### config.mk
export PLATFORM = sky130hd
export DESIGN_NAME = sync_ser_tx
export DESIGN_NICKNAME = d
export VERILOG_FILES = /design/src/rtl/sst_pkg.sv /design/src/rtl/sst_clkgen.sv /design/src/rtl/sst_shifter.sv /design/src/rtl/sync_ser_tx.sv
export SDC_FILE = /design/constraint.sdc
export NUM_CORES = 1
export LEC_CHECK = 0
export ABC_AREA = 1
export ABC_CLOCK_PERIOD_IN_PS = 2400
export CORE_ASPECT_RATIO = 0.6
export CORE_MARGIN = 2
export CORE_UTILIZATION = 50
export DETAILED_ROUTE_END_ITERATION = 7
export PLACE_DENSITY = 0.73
export SLEW_MARGIN = 20
export SYNTH_ARGS = -nofsm -noshare
export SYNTH_HDL_FRONTEND = slang
export SYNTH_SLANG_ARGS = --single-unit
### constraint.sdc
create_clock -name clk -period 2.4 [get_ports clk]
set_clock_uncertainty 0.15 [all_clocks]
set_input_delay 0.24 -clock clk [delete_from_list [all_inputs] [get_ports clk]]
set_output_delay 0.24 -clock clk [all_outputs]
set_load 0.01 [all_outputs]
### src/rtl/sst_pkg.sv
package sst_pkg;
  typedef enum logic {ST_IDLE = 1'b0, ST_SHIFT = 1'b1} sst_state_t;
  localparam int ERR_W = 3;
endpackage

### src/rtl/sst_clkgen.sv
module sst_clkgen #(
  parameter int DIV_W  = 8,
  parameter int SYNC_N = 2
) (
  input  logic             clk,
  input  logic             rst,
  input  logic             run,
  input  logic             ext_sel,
  input  logic             ext_sck,
  input  logic [DIV_W-1:0] div_n,
  output logic             sck_q,
  output logic             fall_ev,
  output logic             rise_ev
);
  logic [SYNC_N:0]    sy;
  logic [DIV_W-1:0]   cnt;
  logic               tc;
  logic               ext_fall;
  logic               ext_rise;

  // synchronise the external clock, one extra stage for edge detection
  always_ff @(posedge clk) begin
    if (rst) sy <= '1;
    else     sy <= {sy[SYNC_N-1:0], ext_sck};
  end

  assign ext_fall = sy[SYNC_N] & ~sy[SYNC_N-1];
  assign ext_rise = ~sy[SYNC_N] & sy[SYNC_N-1];
  assign tc       = run && (cnt == div_n);

  always_ff @(posedge clk) begin
    if (rst || !run) begin
      cnt   <= '0;
    end else if (tc) begin
      cnt   <= '0;
    end else begin
      cnt   <= cnt + 1'b1;
    end
  end

  // half-period phase; parked high when idle or clocked externally
  always_ff @(posedge clk) begin
    if (rst || !run || ext_sel) sck_q <= 1'b1;
    else if (tc)                sck_q <= ~sck_q;
  end

  assign fall_ev = ext_sel ? ext_fall : (tc &&  sck_q);
  assign rise_ev = ext_sel ? ext_rise : (tc && !sck_q);
endmodule

### src/rtl/sst_shifter.sv
module sst_shifter
  import sst_pkg::*;
#(
  parameter int DATA_W = 8
) (
  input  logic              clk,
  input  logic              rst,
  input  logic              wr_en,
  input  logic [DATA_W-1:0] wr_data,
  input  logic [ERR_W-1:0]  rx_err,
  input  logic              tie_en,
  input  logic              teie_en,
  input  logic              fall_ev,
  input  logic              rise_ev,
  output logic              run,
  output logic              txd_q,
  output logic              empty_q,
  output logic              tend_q,
  output logic              txi_q,
  output logic              tei_q
);
  localparam int CNT_W = (DATA_W > 1) ? $clog2(DATA_W) : 1;
  localparam logic [CNT_W-1:0] LAST = CNT_W'(DATA_W - 1);

  sst_state_t        st;
  logic [DATA_W-1:0] hold;
  logic [DATA_W-1:0] shreg;
  logic [CNT_W-1:0]  bitcnt;
  logic              go;
  logic              msb_end;
  logic              load;

  assign go      = !empty_q && (rx_err == '0);
  assign msb_end = (st == ST_SHIFT) && rise_ev && !fall_ev && (bitcnt == LAST);
  assign load    = go && ((st == ST_IDLE) || msb_end);
  assign run     = (st == ST_SHIFT);

  always_ff @(posedge clk) begin
    if (rst) begin
      st      <= ST_IDLE;
      hold    <= '0;
      shreg   <= '0;
      bitcnt  <= '0;
      txd_q   <= 1'b1;
      empty_q <= 1'b1;
      tend_q  <= 1'b1;
      txi_q   <= 1'b0;
      tei_q   <= 1'b0;
    end else begin
      txi_q <= 1'b0;
      tei_q <= 1'b0;
      if (wr_en) hold <= wr_data;

      if (wr_en)     empty_q <= 1'b0;
      else if (load) empty_q <= 1'b1;

      if (load) begin
        shreg  <= hold;
        bitcnt <= '0;
        tend_q <= 1'b0;
        txi_q  <= tie_en;
        st     <= ST_SHIFT;
      end else if (msb_end) begin
        tend_q <= 1'b1;
        tei_q  <= teie_en;
        st     <= ST_IDLE;
      end else if (st == ST_SHIFT) begin
        if (fall_ev) begin
          txd_q <= shreg[0];
          shreg <= {1'b0, shreg[DATA_W-1:1]};
        end else if (rise_ev) begin
          bitcnt <= bitcnt + 1'b1;
        end
      end
    end
  end
endmodule

### src/rtl/sync_ser_tx.sv
module sync_ser_tx
  import sst_pkg::*;
#(
  parameter int DATA_W = 8,
  parameter int DIV_W  = 8,
  parameter int SYNC_N = 2
) (
  input  logic              clk,
  input  logic              rst,
  input  logic              wr_en,
  input  logic [DATA_W-1:0] wr_data,
  input  logic [DIV_W-1:0]  div_n,
  input  logic              ext_sel,
  input  logic              ext_sck,
  input  logic              tie_en,
  input  logic              teie_en,
  input  logic [ERR_W-1:0]  rx_err,
  output logic              sck_o,
  output logic              txd_o,
  output logic              empty_o,
  output logic              tend_o,
  output logic              txi_o,
  output logic              tei_o
);
  logic run;
  logic fall_ev;
  logic rise_ev;

  sst_clkgen #(.DIV_W(DIV_W), .SYNC_N(SYNC_N)) u_clk (
    .clk     (clk),
    .rst     (rst),
    .run     (run),
    .ext_sel (ext_sel),
    .ext_sck (ext_sck),
    .div_n   (div_n),
    .sck_q   (sck_o),
    .fall_ev (fall_ev),
    .rise_ev (rise_ev)
  );

  sst_shifter #(.DATA_W(DATA_W)) u_shf (
    .clk     (clk),
    .rst     (rst),
    .wr_en   (wr_en),
    .wr_data (wr_data),
    .rx_err  (rx_err),
    .tie_en  (tie_en),
    .teie_en (teie_en),
    .fall_ev (fall_ev),
    .rise_ev (rise_ev),
    .run     (run),
    .txd_q   (txd_o),
    .empty_q (empty_o),
    .tend_q  (tend_o),
    .txi_q   (txi_o),
    .tei_q   (tei_o)
  );
endmodule

==> flow_summary.toml <==
[outcome]
status = "finished clean"

[worst_setup_path]
cp_max_fo = 9
max_stage_delay_ns = 0.49
cp.required_ns = 2.44
rr_startpoint = "u_clk.cnt[5]$_SDFF_PP0_"
r2r_end = "u_shf.shreg[2]$_SDFFE_PP0P_"
path_buf_inv = 6
cp_slowest_cell = "clkdlybuf4s50_1"
startpoint_type = "primary input"
end_kind = "flop"
reg2regPathDepth = 13
critPathArrivalTime_ns = 2.03
cpMostUsedCell = "nand2_1"
path_class = "primary input to flop"
crit_cells = 16
cp_cell_sequence = "clkdlybuf4s50_1 -> inv_1 -> nand2_1 -> nand2_1 -> inv_1 -> nand2_1 -> nor2_2 -> nand3_2 -> o21ai_2 -> inv_2 -> nor2_4 -> inv_2 -> nand3_1 -> nand3_1 -> nand2_1 -> inv_1"
critical_path.top_delay_family = "buffers and inverters"
r2r_setup_slack_ns = 0.46

[layout]
insertedDiodeCount = 0
nets = 295
fill_cells = 302
final_util = 0.661
area_growth_pct = 26.5
fin_area_sq_um = 2140
drive_above_1_share = 0.128

[power]
vdd_drop_max_mv = 0.320
power_mw = 1.19
p_seq_frac = 0.540
combinationalPowerShare = 0.098
swShare = 0.223
power_frac_clock = 0.362
power.switching_mw = 0.265
intPower_mw = 0.921
powerDensity_nw_per_um2 = 553
p_leak_nw = 0.926

[cts]
cts.sinks = 37
clk_pin_slew_ns = 0.07
cts_made_buffers = 5
cts.repair.resized = 0
clockBufferDepth = 2
clk-insertion-delay-late_ns = 0.28
postCtsHoldBufs = 0
cts-root-buf = "clkbuf_8"
cts_setup_buffers = 0
cts_tree = "done"
cts_max_level = 2

[route]
wirelength_um = 3470
drc_errors = 0
vias = 1505
viasPerCell = 4.84
drtPass1Iterations = 4
post_drt_wl_per_cell_um = 11.1
ant_nets = 0
first_iter_violations = 55

[timing]
maxSlewHeadroom = 0.776
period_minus_slack_ns = 1.99
max_freq_mhz = 502
period_share = 0.829
tightestPinTransition_ns = 0.335
setup_viol = 0
rsz0062_at_grt = "false"
hold_viol = 0
setup_tns_ns = 0
maxSlewViolCount = 0

[worst_hold_path]
holdCritPathClass = "flop to flop"
hold_depth = 1
min_from = "u_clk.sy[0]$_SDFF_PP1_"
holdPathEnd = "u_clk.sy[1]$_SDFF_PP1_"

[synthesis]
ys_seq_elements = 37
synth_cell_types = 31
synth_nets = 258
synth_seq_area_share = 0.437
synth_area_sq_um = 1690
netlist_instances = 229
ys_warn_count = 0
post_synth.cell_area_avg_sq_um = 7.40

[floorplan]
ios = 32
start_util = 0.522
die_h_um = 49.1
rows = 16
dieWidth_um = 79.1
dieArea_sq_um = 3890
core_area_sq_um = 3240

[flow_run]
drv_cap = 0

[placed_design]
gp_congestion = 0.859
place_area_sq_um = 2060
io_buffers = 31
dp_hpwl_um = 2630

[global_route]
grt_usage = 0.205
grt_pass1_wl_um = 6070
grt_pass1_vias = 1337
antenna_found_initial = 0
grt_overflow = 0
grt_max_degree = 13
## how the worst max path moves through the flow
stage                                start                     endpoint  slack, ns
floorplan           u_shf.run$_SDFFE_PP0P_  u_shf.shreg[1]$_SDFFE_PP0P_       0.71
global placement                  div_n[5]  u_shf.shreg[1]$_SDFFE_PP0P_       0.15
detailed placement                div_n[5]  u_shf.shreg[0]$_SDFFE_PP0P_       0.17
CTS                               div_n[5]  u_shf.shreg[0]$_SDFFE_PP0P_       0.45
global route                      div_n[5]  u_shf.shreg[1]$_SDFFE_PP0P_       0.18
finish                            div_n[5]  u_shf.shreg[2]$_SDFFE_PP0P_       0.41
## layout make-up
cell class                 instances  area (sq um)  share of cell area
sequential                        37           741               0.346
clock buffer                       7          86.3              0.0403
multi-input combinational        154           796               0.371
inverter                          33           124              0.0578
tap                               45          56.3              0.0263
timing repair buffer              35           340               0.159
## routing by layer
metal | vias up | track usage | share of wire
met5 | - | 0 | 0
met4 | 0 | 0.109 | 0.016
met3 | 5 | 0.0593 | 0.046
met2 | 29 | 0.268 | 0.36
met1 | 673 | 0.299 | 0.57
li1 | 798 | - | -
## power by group through the flow
stage	sequential, mW	combinational, mW	clock (mW)
final	0.641	0.116	0.429
after global routing	0.643	0.130	0.472
after CTS	0.641	0.116	0.442
after detailed placement	0.655	0.115	0
after global placement	0.655	0.114	0
after floorplan	0.653	0.0544	0
## worst register-to-register path: cells and delay by family (launching register included)
| kind | cells | cell delay, ns |
|---|---|---|
| buf+inv | 4 | 0.31 |
| simple gates | 7 | 0.72 |
| compound gates | 2 | 0.29 |
| flops | 1 | 0.40 |
## cell families after synthesis
| group | count (synthesis) | share of synthesized area |
|---|---|---|
| compound gates | 25 | 0.0842 |
| xor+xnor | 4 | 0.0207 |
| fa+ha+maj | 3 | 0.0222 |
| buf+inv | 38 | 0.0931 |
| flops | 37 | 0.437 |
| simple gates | 122 | 0.343 |
## synthesized netlist by cell type
| library cell | instances | area share |
|---|---|---|
| dfxtp_1 | 37 | 0.44 |
| nand3b_1 | 1 | 0.0044 |
| inv_1 | 25 | 0.055 |
| a21oi_1 | 11 | 0.032 |
| nand3_1 | 25 | 0.074 |
| nand4_1 | 2 | 0.0074 |
| inv_2 | 7 | 0.016 |
| nand2_1 | 45 | 0.10 |
| nor3_2 | 1 | 0.0059 |
| nor3_1 | 3 | 0.0089 |
| ha_1 | 3 | 0.022 |
| clkbuf_1 | 3 | 0.0066 |
| nor4_4 | 1 | 0.013 |
| nor2_1 | 29 | 0.064 |
| nand4_2 | 1 | 0.0074 |
| or2_0 | 1 | 0.0037 |
| clkinv_1 | 1 | 0.0022 |
| nand3_2 | 1 | 0.0059 |
| or2_2 | 4 | 0.015 |
| xor2_1 | 4 | 0.021 |
| nor3b_1 | 2 | 0.0089 |
| o21ai_1 | 2 | 0.0059 |
| nor2_4 | 1 | 0.0066 |
| o21ai_2 | 1 | 0.0052 |
| o21ai_0 | 8 | 0.024 |
| a211oi_2 | 1 | 0.0074 |
| a21oi_2 | 1 | 0.0052 |
| buf_6 | 2 | 0.013 |
| o21a_1 | 1 | 0.0044 |
| nor2_2 | 2 | 0.0074 |
| nand2_2 | 3 | 0.011 |
## cells in the final DEF (no fill, tap or decap), types with 3 or more instances in the layout
cell and instances:
nor3_1 3, nand2_1 45, xor2_1 4, clkdlybuf4s50_1 31
clkbuf_8 6, buf_4 4, inv_1 25, a21oi_1 11
nor2_1 29, nand2_2 3, o21ai_0 8, ha_1 3
inv_2 7, dfxtp_1 37, nand3_1 25, or2_2 4
## per-stage QoR
step | hold slack (ns) | worst slack (ns) | cells
floorplan | 0.194 | 0.713 | 229
global placement | 0.244 | 0.147 | 304
detailed placement | 0.243 | 0.170 | 304
CTS | 0.253 | 0.450 | 311
global route | 0.276 | 0.178 | 311
finish | 0.254 | 0.410 | 311
## flip-flops by register name, summed over array words and instances (netlist names)
register       cells
u_shf.run          1
u_shf.empty_q      1
u_shf.bitcnt       3
u_shf.hold         8
u_clk.sck_q        1
u_shf.txi_q        1
u_clk.sy           3
u_shf.tend_q       1
u_clk.cnt          8
u_shf.tei_q        1
u_shf.txd_q        1
u_shf.shreg        8
No activity file was read; power rests on OpenSTA's default activity.
